### src/rtl/ring_node_pkg.sv
package ring_node_pkg;
  localparam int unsigned WORD_W_DEF = 16;
  localparam int unsigned SYNC_N_DEF = 2;
endpackage

### src/rtl/ring_sync.sv
module ring_sync #(
  parameter int unsigned W      = 3,
  parameter int unsigned STAGES = 2
) (
  input  logic         clk_i,
  input  logic         rst_ni,
  input  logic [W-1:0] async_i,
  output logic [W-1:0] sync_o
);
  logic [W-1:0] stg_q [STAGES];

  always_ff @(posedge clk_i or negedge rst_ni) begin
    if (!rst_ni) stg_q[0] <= '0;
    else         stg_q[0] <= async_i;
  end

  for (genvar k = 1; k < STAGES; k++) begin : g_stage
    always_ff @(posedge clk_i or negedge rst_ni) begin
      if (!rst_ni) stg_q[k] <= '0;
      else         stg_q[k] <= stg_q[k-1];
    end
  end

  assign sync_o = stg_q[STAGES-1];
endmodule

### src/rtl/ring_bitcnt.sv
module ring_bitcnt #(
  parameter int unsigned WORD_W = 16
) (
  input  logic clk_i,
  input  logic rst_ni,
  input  logic shift_i,
  input  logic load_i,
  output logic frame_err_o
);
  localparam int unsigned CNT_W = (WORD_W > 1) ? $clog2(WORD_W) : 1;
  localparam logic [CNT_W-1:0] CNT_MAX = CNT_W'(WORD_W - 1);

  logic [CNT_W-1:0] cnt_q;
  logic             err_q;

  always_ff @(posedge clk_i or negedge rst_ni) begin
    if (!rst_ni) begin
      cnt_q <= '0;
      err_q <= 1'b0;
    end else begin
      err_q <= load_i && (cnt_q != '0);
      if (load_i)               cnt_q <= '0;
      else if (shift_i)         cnt_q <= (cnt_q == CNT_MAX) ? '0 : cnt_q + 1'b1;
    end
  end

  assign frame_err_o = err_q;

  // counter never leaves the word range
  assert property (@(posedge clk_i) disable iff (!rst_ni) cnt_q <= CNT_MAX)
    else $error("assert_cnt_range_R7");
  // an exchange always restarts the count
  assert property (@(posedge clk_i) disable iff (!rst_ni) load_i |=> cnt_q == '0)
    else $error("assert_cnt_restart_R7");
endmodule

### src/rtl/ring_shift.sv
module ring_shift #(
  parameter int unsigned WORD_W = 16
) (
  input  logic              clk_i,
  input  logic              rst_ni,
  input  logic              shift_i,
  input  logic              fall_i,
  input  logic              bit_i,
  input  logic              load_i,
  input  logic              tx_we_i,
  input  logic [WORD_W-1:0] tx_data_i,
  output logic              sdo_o,
  output logic              tx_pending_o,
  output logic [WORD_W-1:0] rx_data_o,
  output logic              rx_valid_o
);
  logic [WORD_W-1:0] sreg_q, tx_q, rx_q, load_word;
  logic              sdo_q, pend_q, vld_q;

  assign load_word = pend_q ? tx_q : '0;

  always_ff @(posedge clk_i or negedge rst_ni) begin
    if (!rst_ni) begin
      sreg_q <= '0;
      sdo_q  <= 1'b0;
      rx_q   <= '0;
      vld_q  <= 1'b0;
    end else begin
      vld_q <= load_i;
      if (load_i) begin
        rx_q   <= sreg_q;
        sreg_q <= load_word;
        sdo_q  <= load_word[WORD_W-1];
      end else begin
        if (shift_i) sreg_q <= {sreg_q[WORD_W-2:0], bit_i};
        if (fall_i)  sdo_q  <= sreg_q[WORD_W-1];
      end
    end
  end

  // reply word holder; write wins over the clear
  always_ff @(posedge clk_i or negedge rst_ni) begin
    if (!rst_ni) begin
      tx_q   <= '0;
      pend_q <= 1'b0;
    end else if (tx_we_i) begin
      tx_q   <= tx_data_i;
      pend_q <= 1'b1;
    end else if (load_i) begin
      pend_q <= 1'b0;
    end
  end

  assign sdo_o        = sdo_q;
  assign tx_pending_o = pend_q;
  assign rx_data_o    = rx_q;
  assign rx_valid_o   = vld_q;

  assert property (@(posedge clk_i) disable iff (!rst_ni)
                   !$stable(sdo_q) |-> $past(fall_i || load_i))
    else $error("assert_sdo_timing_R2");
  assert property (@(posedge clk_i) disable iff (!rst_ni)
                   !vld_q |-> $stable(rx_q))
    else $error("assert_rx_hold_R3");
  assert property (@(posedge clk_i) disable iff (!rst_ni)
                   (load_i && !pend_q) |=> (sreg_q == '0))
    else $error("assert_load_zero_R5");
  assert property (@(posedge clk_i) disable iff (!rst_ni)
                   (load_i && !tx_we_i) |=> !pend_q)
    else $error("assert_pend_clear_R6");
endmodule

### src/rtl/ring_node.sv
module ring_node
  import ring_node_pkg::*;
#(
  parameter int unsigned WORD_W = WORD_W_DEF,
  parameter int unsigned SYNC_N = SYNC_N_DEF
) (
  input  logic              clk_i,
  input  logic              rst_ni,
  input  logic              sclk_i,
  input  logic              sdi_i,
  input  logic              xchg_i,
  output logic              sdo_o,
  input  logic              tx_we_i,
  input  logic [WORD_W-1:0] tx_data_i,
  output logic              tx_pending_o,
  output logic [WORD_W-1:0] rx_data_o,
  output logic              rx_valid_o,
  output logic              frame_err_o
);
  logic [2:0] lvl;
  logic [1:0] prev_q;
  logic       shift, fall, load;

  ring_sync #(.W(3), .STAGES(SYNC_N)) i_sync (
    .clk_i  (clk_i),
    .rst_ni (rst_ni),
    .async_i({xchg_i, sdi_i, sclk_i}),
    .sync_o (lvl)
  );

  always_ff @(posedge clk_i or negedge rst_ni) begin
    if (!rst_ni) prev_q <= '0;
    else         prev_q <= {lvl[2], lvl[0]};
  end

  assign shift = lvl[0] & ~prev_q[0];
  assign fall  = ~lvl[0] & prev_q[0];
  assign load  = lvl[2] & ~prev_q[1];

  ring_shift #(.WORD_W(WORD_W)) i_shift (
    .clk_i       (clk_i),
    .rst_ni      (rst_ni),
    .shift_i     (shift),
    .fall_i      (fall),
    .bit_i       (lvl[1]),
    .load_i      (load),
    .tx_we_i     (tx_we_i),
    .tx_data_i   (tx_data_i),
    .sdo_o       (sdo_o),
    .tx_pending_o(tx_pending_o),
    .rx_data_o   (rx_data_o),
    .rx_valid_o  (rx_valid_o)
  );

  ring_bitcnt #(.WORD_W(WORD_W)) i_bitcnt (
    .clk_i      (clk_i),
    .rst_ni     (rst_ni),
    .shift_i    (shift),
    .load_i     (load),
    .frame_err_o(frame_err_o)
  );

  assert property (@(posedge clk_i) disable iff (!rst_ni) rx_valid_o |=> !rx_valid_o)
    else $error("assert_valid_pulse_R4");
  assert property (@(posedge clk_i) disable iff (!rst_ni) frame_err_o |-> rx_valid_o)
    else $error("assert_err_with_valid_R7");
  assert property (@(posedge clk_i) disable iff (!rst_ni) tx_we_i |=> tx_pending_o)
    else $error("assert_pend_set_R6");
endmodule

### config.mk
export PLATFORM = sky130hd
export DESIGN_NAME = ring_node
export DESIGN_NICKNAME = d
export VERILOG_FILES = /design/src/rtl/ring_node_pkg.sv /design/src/rtl/ring_sync.sv /design/src/rtl/ring_bitcnt.sv /design/src/rtl/ring_shift.sv /design/src/rtl/ring_node.sv
export SDC_FILE = /design/constraint.sdc
export NUM_CORES = 1
export LEC_CHECK = 0
export ABC_CLOCK_PERIOD_IN_PS = 1880
export BUFFER_PORTS_ARGS = -buffer_cell sky130_fd_sc_hd__buf_2
export CAP_MARGIN = 40
export CORE_MARGIN = 2
export CORE_UTILIZATION = 50
export CTS_BUF_LIST = sky130_fd_sc_hd__clkbuf_8
export CTS_CLUSTER_DIAMETER = 30
export DETAILED_ROUTE_END_ITERATION = 16
export PLACE_DENSITY_LB_ADDON = 0.08
export SETUP_SLACK_MARGIN = 0.3
export SLEW_MARGIN = 20
export SYNTH_ARGS = -nofsm -noshare
export SYNTH_HDL_FRONTEND = slang
export SYNTH_HIERARCHICAL = 1
export SYNTH_SLANG_ARGS = --single-unit
### constraint.sdc
create_clock -name clk_i -period 1.88 [get_ports clk_i]
set_clock_uncertainty 0.05 [all_clocks]
set_input_delay 0.564 -clock clk_i [delete_from_list [all_inputs] [get_ports clk_i]]
set_output_delay 0.564 -clock clk_i [all_outputs]
set_load 0.01 [all_outputs]
### After elaboration in Yosys (flattened, before gate mapping)

Index checks and enable logic that the tools add are counted.

* reduce and logical (&&, ||, !) cells: 5
* add/subtract/negate cells: 1
* bitwise operators: 6
* muxes and demuxes: 10
* eq/ne operators: 1

Operators by type and width (number)
* 16-bit 2-to-1 mux: 3
* 4-bit 2-to-1 mux: 3
* 2-bit nonzero test: 3
* 4-bit by 1-bit adder with 4-bit output (second input constant): 1
* 4-bit equality test (second input constant): 1
* 1-bit 2-to-1 mux: 4
* 4-bit nonzero test: 1
* 1-bit AND: 3
* 1-bit NOT: 3
* 1-bit logical AND: 1

* output and inout bits: 20
* input bits: 22
* register bits: 64

### Longest topological paths before layout

Gate-level depths: netlist of run 1.

* depth after elaboration: 4
* depth in mapped cells: 6
* depth with buffers taken out: 4

### Cells and area by module

Netlist of run 1, hierarchy kept.

By module, submodules not included
* ring_shift: cells an instance 132, area each 2127.0 um^2, seq. area each 1276.2 um^2, times used 1
* ring_bitcnt: cells an instance 25, area each 247.7 um^2, seq. area each 125.1 um^2, times used 1
* ring_sync: cells an instance 9, area each 172.7 um^2, seq. area each 150.1 um^2, times used 1
* ring_node: cells an instance 5, area each 71.3 um^2, seq. area each 50.0 um^2, times used 1

### Worst setup path after synthesis of run 1

OpenSTA, ideal clock, no wires.

* path type: register -> register
* start: register i_sync.stg_q (netlist bit i_sync/sync_o[2])
* end: register i_shift.rx_q[10], in the netlist i_shift/rx_data_o[10]
* cell stages (with the launch flop): 6
* path buffers: 3
* arrival: 1.360 ns
* period minus slack after synthesis: 1.535 ns
* path slack: 0.345 ns
* cell sequence: dfrtp_1 > buf_4 > nor2b_1 > buf_6 > buf_6 > mux2_4

* word-level cells in the longest chain between the ends: 1

RTL lines
* start, declared: RTL line ring_sync.sv:10 `logic [W-1:0] stg_q [STAGES];`
* start signal, assigned by index: RTL line ring_sync.sv:20 `else stg_q[k] <= stg_q[k-1];`
* 1-bit AND: RTL line ring_node.sv:38 `assign load = lvl[2] & ~prev_q[1];`
* named net load: RTL line ring_node.sv:22 `logic shift, fall, load;`
* end signal, assigned: RTL line ring_shift.sv:31 `rx_q <= sreg_q;`
* end, declared: RTL line ring_shift.sv:17 `logic [WORD_W-1:0] sreg_q, tx_q, rx_q, load_word;`

The timed path passes the listed nets, and every way through them passes these cells.
A chain may end at the register's enable or synchronous reset.

### Worst setup path after layout of run 1

* start: register i_shift.pend_q, in the netlist i_shift/tx_pending_o
* end: output port tx_pending_o

RTL lines
* start, declared: RTL line ring_shift.sv:18 `logic sdo_q, pend_q, vld_q;`
* start signal, assigned: RTL line ring_shift.sv:45 `pend_q <= 1'b0;`
* start signal, assigned: RTL line ring_shift.sv:48 `pend_q <= 1'b1;`
* start signal, assigned: RTL line ring_shift.sv:50 `pend_q <= 1'b0;`
* end, declared: RTL line ring_node.sv:15 `output logic tx_pending_o,`

No word-level cell between the ends.

==> run summary, run 1 <==
OUTCOME
-------------------------------------------------------------------------------------------------
Run status                                                                           complete, no violations

GLOBAL ROUTE
-------------------------------------------------------------------------------------------------
GRT overflow                                                                                    0
Via count of the first global-routing pass                                                   1552
Pin count of the biggest net entering global routing                                           65
Global-route wire length before repair                                                    7310 µm
Overall routing resource usage                                                              16.4%
Antenna violations before repair                                                                0

CRITICAL PATH
-------------------------------------------------------------------------------------------------
Family with the most delay on the worst path                                           flip-flops
Critical Path Start Type                                                                     flop
Max Fanout on Critical Path                                                                     6
Worst Path Required                                                                       1270 ps
Critical path, cell by cell                                                                 buf_2
Data arrival time at the worst-slack endpoint                                              930 ps
Highest cell delay on the worst timing path                                                450 ps
CP max stage cell                                                                    sky130_fd_sc_hd__dfrtp_2
Critical Path Sink Type                                                               output port
Critical path buffer and inverter count                                                         1
Type of the worst setup path                                                           reg -> out

SYNTHESIS
-------------------------------------------------------------------------------------------------
Area share of the largest cell type after synthesis                                         61.2%
Portion of the post-synthesis area used by sequential elements                              61.2%
Largest area contributor in the synthesized netlist                                  sky130_fd_sc_hd__dfrtp_1
Netlist Area Pre-Place                                                                   2620 µm²
Net count after synthesis                                                                     195
Cells after synthesis                                                                         171
Top cells by area in the synthesized netlist                                         sky130_fd_sc_hd__dfrtp_1 (61%), sky130_fd_sc_hd__mux2_2 (9.0%), sky130_fd_sc_hd__mux2i_1 (6.9%), sky130_fd_sc_hd__mux2_4 (6.3%), sky130_fd_sc_hd__o2bb2ai_1 (4.3%)
Number of synthesis warnings                                                                    6
Flop and latch count out of synthesis                                                          64
Mapped Avg Cell Area                                                                     15.3 µm²
Number of distinct library cell variants in the gate-level netlist after synthesis             27

CELLS AND AREA
-------------------------------------------------------------------------------------------------
# nets final                                                                                  239
Inserted Diodes                                                                                 0
Commonest non-fill, non-tap cells in the layout                                      sky130_fd_sc_hd__dfrtp_1 (63), sky130_fd_sc_hd__buf_2 (41), sky130_fd_sc_hd__mux2_2 (21)
Fin area                                                                                 3040 µm²
Fraction of final layout cells with drive strength greater than 1                           44.1%
Most common cell after layout, fill and taps aside                                   sky130_fd_sc_hd__dfrtp_1
Final standard cell utilization of the core                                                 59.8%
Area growth from synthesis to layout                                                        16.0%
Number of fill cells                                                                          439

PLACED DESIGN
-------------------------------------------------------------------------------------------------
Total half-perimeter wirelength after legalization and detailed placement                 2780 µm
Number of input and output port buffers inserted                                               41
Post-placement setup slack                                                                 404 ps
Routability congestion estimate from global placement                                       0.662
Post-Place Cell Area                                                                     2850 µm²

CLOCK NETWORK
-------------------------------------------------------------------------------------------------
H-Tree Depth                                                                                    3
Worst-Skew Late Latency                                                                    340 ps
Clock buffer count from CTS                                                                     9
Post-CTS setup repair buffer count                                                              0
Clk pin slew, worst setup/hold paths                                                        70 ps
CTS tree                                                                                     done
Max clock buf depth                                                                             2
Number of sinks on the clock net                                                               64
Clock tree root buffer cell                                                          sky130_fd_sc_hd__clkbuf_8

STA
-------------------------------------------------------------------------------------------------
Setup TNS                                                                                    0 ps
Post-route worst hold slack                                                                179 ps
Tightest slew margin relative to the limit                                                  73.8%
Minimum clock period                                                                      1550 ps
Final Hold Vio Count                                                                            0
Worst Tran Pin Value                                                                       394 ps
Total count of max-transition violations in the final report                                    0
PnR worst setup slack                                                                      332 ps
Maximum operating frequency                                                               646 MHz
Number of endpoints failing setup at the final stage                                            0
Ratio of final minimum period to clock period                                               82.3%
Setup repair after global routing missed its margin                                            no

DRT
-------------------------------------------------------------------------------------------------
Number of design rule violations left after detail routing                                      0
Vias after detailed routing                                                                  1479
Post-Route WL                                                                             4240 µm
Violation count after the first detailed-route iteration                                       96
Post-detailed-route wirelength per cell                                                   14.6 µm
Number of nets still failing antenna checks after routing                                       0
Via density per instance                                                                     5.10
Number of detailed-routing iterations run before antenna repair                                 4

POWER
-------------------------------------------------------------------------------------------------
Standby leakage power                                                                     1.41 nW
Power density of the placed cells                                                     1120 nW/µm²
Maximum vdd drop                                                                       0.000614 V

FLOORPLANNING
-------------------------------------------------------------------------------------------------
Y dimension of the die                                                                    76.4 µm
Standard-cell rows                                                                             26
I/O pin cnt                                                                                    42
Die footprint                                                                            5830 µm²
Initial core utilization                                                                    51.6%
Die W                                                                                     76.4 µm
Area inside the core boundary                                                            5070 µm²

JOB
-------------------------------------------------------------------------------------------------
Number of maximum-capacitance constraint violations                                             0

WORST HOLD PATH
-------------------------------------------------------------------------------------------------
Type of the tightest min-delay check                                                  in -> async

[synthesized netlist by cell type]
library cell / n
sky130_fd_sc_hd__nor2b_1: 2
sky130_fd_sc_hd__a21oi_1: 5
sky130_fd_sc_hd__nor2_1: 3
sky130_fd_sc_hd__dfrtp_1: 64
sky130_fd_sc_hd__o2bb2ai_1: 13
sky130_fd_sc_hd__buf_6: 6
sky130_fd_sc_hd__mux2_4: 11
sky130_fd_sc_hd__and2_4: 1
sky130_fd_sc_hd__a21boi_0: 1
sky130_fd_sc_hd__buf_8: 1
sky130_fd_sc_hd__mux2i_1: 18
sky130_fd_sc_hd__nand2_1: 2
sky130_fd_sc_hd__or2b_1: 1
sky130_fd_sc_hd__and2b_2: 1
sky130_fd_sc_hd__mux2_2: 21
sky130_fd_sc_hd__inv_1: 2
sky130_fd_sc_hd__buf_2: 1
sky130_fd_sc_hd__a21boi_1: 1
sky130_fd_sc_hd__or4_1: 1
sky130_fd_sc_hd__a21o_1: 1
sky130_fd_sc_hd__o21ai_0: 3
sky130_fd_sc_hd__buf_12: 1
sky130_fd_sc_hd__nand3_1: 4
sky130_fd_sc_hd__xor2_1: 1
sky130_fd_sc_hd__ha_1: 2
sky130_fd_sc_hd__buf_4: 3
sky130_fd_sc_hd__inv_2: 1
[where the power goes]
group | total [mW] | internal, mW | switching (mW)
Combinational | 0.551 | 0.312 | 0.239
Sequential | 1.74 | 1.60 | 0.138
Clock | 1.11 | 0.599 | 0.511
[area by class of cell]
cell class / instances / area, µm² / share of cell area (%)
sequential: 64 / 1600 / 52.8
tap: 70 / 87.6 / 2.88
inverter: 3 / 11.3 / 0.371
clock buffer: 9 / 124 / 4.08
multi-input combinational: 92 / 886 / 29.2
clock inverter: 7 / 65.1 / 2.14
timing repair buffer: 45 / 260 / 8.57
[timing repair]
action | 4_1_cts | 5_1_grt
hold buffers | 0 | 0
gates resized for setup | 0 | 1
endpoints found under the setup margin | 0 | 1
[cell families (layout without fill, tap and decap cells)]
logic type | count (synthesis) | in the layout | share of synthesized area [%]
fa+ha+maj | 2 | 2 | 0.955
buf+inv | 15 | 64 | 5.40
xor+xnor | 1 | 1 | 0.335
simple gates | 15 | 15 | 3.20
flops | 64 | 64 | 61.2
mux | 50 | 50 | 22.2
compound gates | 24 | 24 | 6.74
[through the flow]
stage	std cells	power [mW]
2_1_floorplan	171	2.11
3_3_place_gp	274	2.30
3_5_place_dp	274	2.33
4_1_cts	290	3.44
5_1_grt	290	3.59
6_report	290	3.40
[flip-flops by register name, summed over array words and instances (netlist names)]
name and flops:
i_bitcnt/frame_err_o 1, i_sync/sync_o 3, i_shift/rx_data_o 16, prev_q 2, i_shift/rx_valid_o 1, i_sync/stg_q 3, i_shift/tx_q 16, i_shift/sdo_o 1
i_bitcnt/cnt_q 4, i_shift/tx_pending_o 1, i_shift/sreg_q 16
[worst register-to-register path, stage by stage, from the launching register on]
cell	delay [ps]
sky130_fd_sc_hd__dfrtp_1	360
sky130_fd_sc_hd__nor2b_2	210
sky130_fd_sc_hd__nand2_1	90
sky130_fd_sc_hd__or4_1	410
sky130_fd_sc_hd__a21oi_1	190
[worst paths after layout]
kind / start / end / slack (ps) / cells past startpoint
setup / recovery: i_shift/tx_pending_o / tx_pending_o / 330 / 1
hold / removal: rst_ni / i_bitcnt/frame_err_o / 180 / 2
setup reg to reg: i_sync/sync_o[0] / i_bitcnt/cnt_q[3] / 480 / 4
hold reg to reg: i_sync/stg_q[4] / i_sync/sync_o[1] / 310 / 0
max in group asynchronous: rst_ni / i_shift/tx_pending_o / 1310 / 2
min in group clk_i: sclk_i / i_sync/stg_q[3] / 280 / 1
[routing by layer]
metal / vias to the layer above / wire [µm] / track usage [%]
met2: 39 / 2070 / 25.1
met1: 738 / 1840 / 20.7
met3: 9 / 214 / 5.09
met5: - / 0 / 0
li1: 693 / - / -
met4: 0 / 108 / 9.45
(Power assumes the default switching activity.)
==> inputs of run 2 (changes only) <==
- ABC_CLOCK_PERIOD_IN_PS: 1880 -> 1500
- clock period: 1.88 -> 1.5 ns (I/O delays scaled with it)
==> run summary, run 2 (synthesized netlist as in run 1, its figures left out) <==
CRITICAL PATH
----------------------------------------------------------------------------------------
Type of the worst setup path                                                  reg -> out
Critical path buffer and inverter count                                                1
Data arrival time at the worst-slack endpoint                                     890 ps
Max Fanout on Critical Path                                                            2
CP max stage cell                                                           sky130_fd_sc_hd__dfrtp_2
Critical Path Sink Type                                                      output port
Family with the most delay on the worst path                                  flip-flops
Worst Path Required                                                              1000 ps
Critical path, cell by cell                                                        buf_6
Critical Path Start Type                                                            flop
Highest cell delay on the worst timing path                                       430 ps

CLOCK NETWORK
----------------------------------------------------------------------------------------
Clk pin slew, worst setup/hold paths                                               70 ps
CTS hold repair buffers                                                                0
Worst-Skew Late Latency                                                           340 ps
Clock tree root buffer cell                                                 sky130_fd_sc_hd__clkbuf_8
Number of sinks on the clock net                                                      64
CTS tree                                                                            done
Clock buffer count from CTS                                                            9
H-Tree Depth                                                                           3
Max clock buf depth                                                                    2

STA
----------------------------------------------------------------------------------------
Total count of max-transition violations in the final report                           0
Tightest slew margin relative to the limit                                         72.4%
Worst Tran Pin Value                                                              414 ps
Setup repair after global routing missed its margin                                  yes
Final Hold Vio Count                                                                   0
Number of endpoints failing setup at the final stage                                   0
Setup TNS                                                                           0 ps
Minimum clock period                                                             1390 ps
Maximum operating frequency                                                      720 MHz
Ratio of final minimum period to clock period                                      92.6%

PLACED DESIGN
----------------------------------------------------------------------------------------
Placed Cells incl. Taps                                                              273
Routability congestion estimate from global placement                              0.671
Number of input and output port buffers inserted                                      41
Post-Place Cell Area                                                            2870 µm²
Total half-perimeter wirelength after legalization and detailed placement        2710 µm

GLOBAL ROUTE
----------------------------------------------------------------------------------------
Pin count of the biggest net entering global routing                                  65
Antenna violations before repair                                                       0
Overall routing resource usage                                                     20.6%
Global-route wire length before repair                                           8980 µm
Via count of the first global-routing pass                                          1738
GRT overflow                                                                           0

CELLS AND AREA
----------------------------------------------------------------------------------------
Number of fill cells                                                                 329
Fin area                                                                        3780 µm²
Cell Count, Final, Fillers Out                                                       330
Commonest non-fill, non-tap cells in the layout                             sky130_fd_sc_hd__dfrtp_1 (63), sky130_fd_sc_hd__buf_2 (39), sky130_fd_sc_hd__buf_4 (23)
Most common cell after layout, fill and taps aside                          sky130_fd_sc_hd__dfrtp_1
# nets final                                                                         281
Inserted Diodes                                                                        0
Final standard cell utilization of the core                                        74.4%
Area occupied by multi-input gates                                              1070 µm²
Register area                                                                   1600 µm²
Fraction of final layout cells with drive strength greater than 1                  60.8%
Area growth from synthesis to layout                                               44.2%

DRT
----------------------------------------------------------------------------------------
Post-detailed-route wirelength per cell                                          17.3 µm
Number of design rule violations left after detail routing                             0
Vias after detailed routing                                                         1697
Number of detailed-routing iterations run before antenna repair                        4
Violation count after the first detailed-route iteration                              59
Via density per instance                                                            5.14
Post-Route WL                                                                    5730 µm
Number of nets still failing antenna checks after routing                              0

POWER
----------------------------------------------------------------------------------------
Power density of the placed cells                                            1210 nW/µm²
Standby leakage power                                                            1.78 nW
Maximum vdd drop                                                              0.000830 V

FLOORPLANNING
----------------------------------------------------------------------------------------
Standard-cell rows                                                                    26
Die footprint                                                                   5830 µm²
Die W                                                                            76.4 µm
Area inside the core boundary                                                   5070 µm²
Y dimension of the die                                                           76.4 µm
I/O pin cnt                                                                           42
Initial core utilization                                                           51.6%

OUTCOME
----------------------------------------------------------------------------------------
Run status                                                                  complete, no violations

JOB
----------------------------------------------------------------------------------------
Number of maximum-capacitance constraint violations                                    0

WORST HOLD PATH
----------------------------------------------------------------------------------------
Type of the tightest min-delay check                                         in -> async

-- run 2: per-layer routing --
metal	GRT usage, %	routed length [µm]	vias to the layer above	share of wire, %
li1	-	-	781	-
met1	25.7	2440	859	43
met2	34.0	2920	47	51
met3	4.03	264	10	4.6
met4	11.1	97	0	1.7
met5	0	0	-	0
-- run 2: final cells by class --
type | count | share of cell area, %
clock buffers | 10 | 3.64
clock inverters | 4 | 0.431
inverters | 3 | 0.364
multi-input cells | 93 | 28.4
flip-flops and latches | 64 | 42.4
well taps | 70 | 2.32
repair buffers | 86 | 22.4
-- run 2: through the flow --
stage                     hold WS, ps  power [mW]  setup slack (ps)
after floorplan                   104        2.65               151
after global placement            283        2.89               169
after detailed placement          286        2.92               124
after CTS                        80.7        4.38               106
after global routing             90.2        4.82              51.6
final                            56.7        4.58               111
-- run 2: path summary, 6_finish.rpt --
check,startpoint,to,slack [ps],depth (start not counted)
worst max-delay path,i_shift/tx_pending_o,tx_pending_o,110,1
worst min-delay path,rst_ni,i_bitcnt/cnt_q[0],60,2
worst max register to register,prev_q[0],i_shift/sreg_q[4],130,6
worst min register to register,i_sync/stg_q[3],i_sync/sync_o[0],300,0
max in group asynchronous,rst_ni,i_shift/tx_pending_o,1040,2
min in group clk_i,sclk_i,i_sync/stg_q[3],170,1
-- run 2: report_power, final --
group	internal, mW	leakage [nW]	switching (mW)
Clock	0.605	0.0918	0.595
Combinational	0.742	0.901	0.441
Sequential	2.00	0.785	0.198
Total	3.35	1.78	1.23
-- run 2: repair_timing --
item / 4_1_cts / 5_1_grt
cloned: 10 / 1
buffers inserted: 20 / 12
pin swaps: 6 / 5
endpoints found under the hold margin: 0 / 0
setup endpoints to repair: 56 / 60
resized for setup: 27 / 29
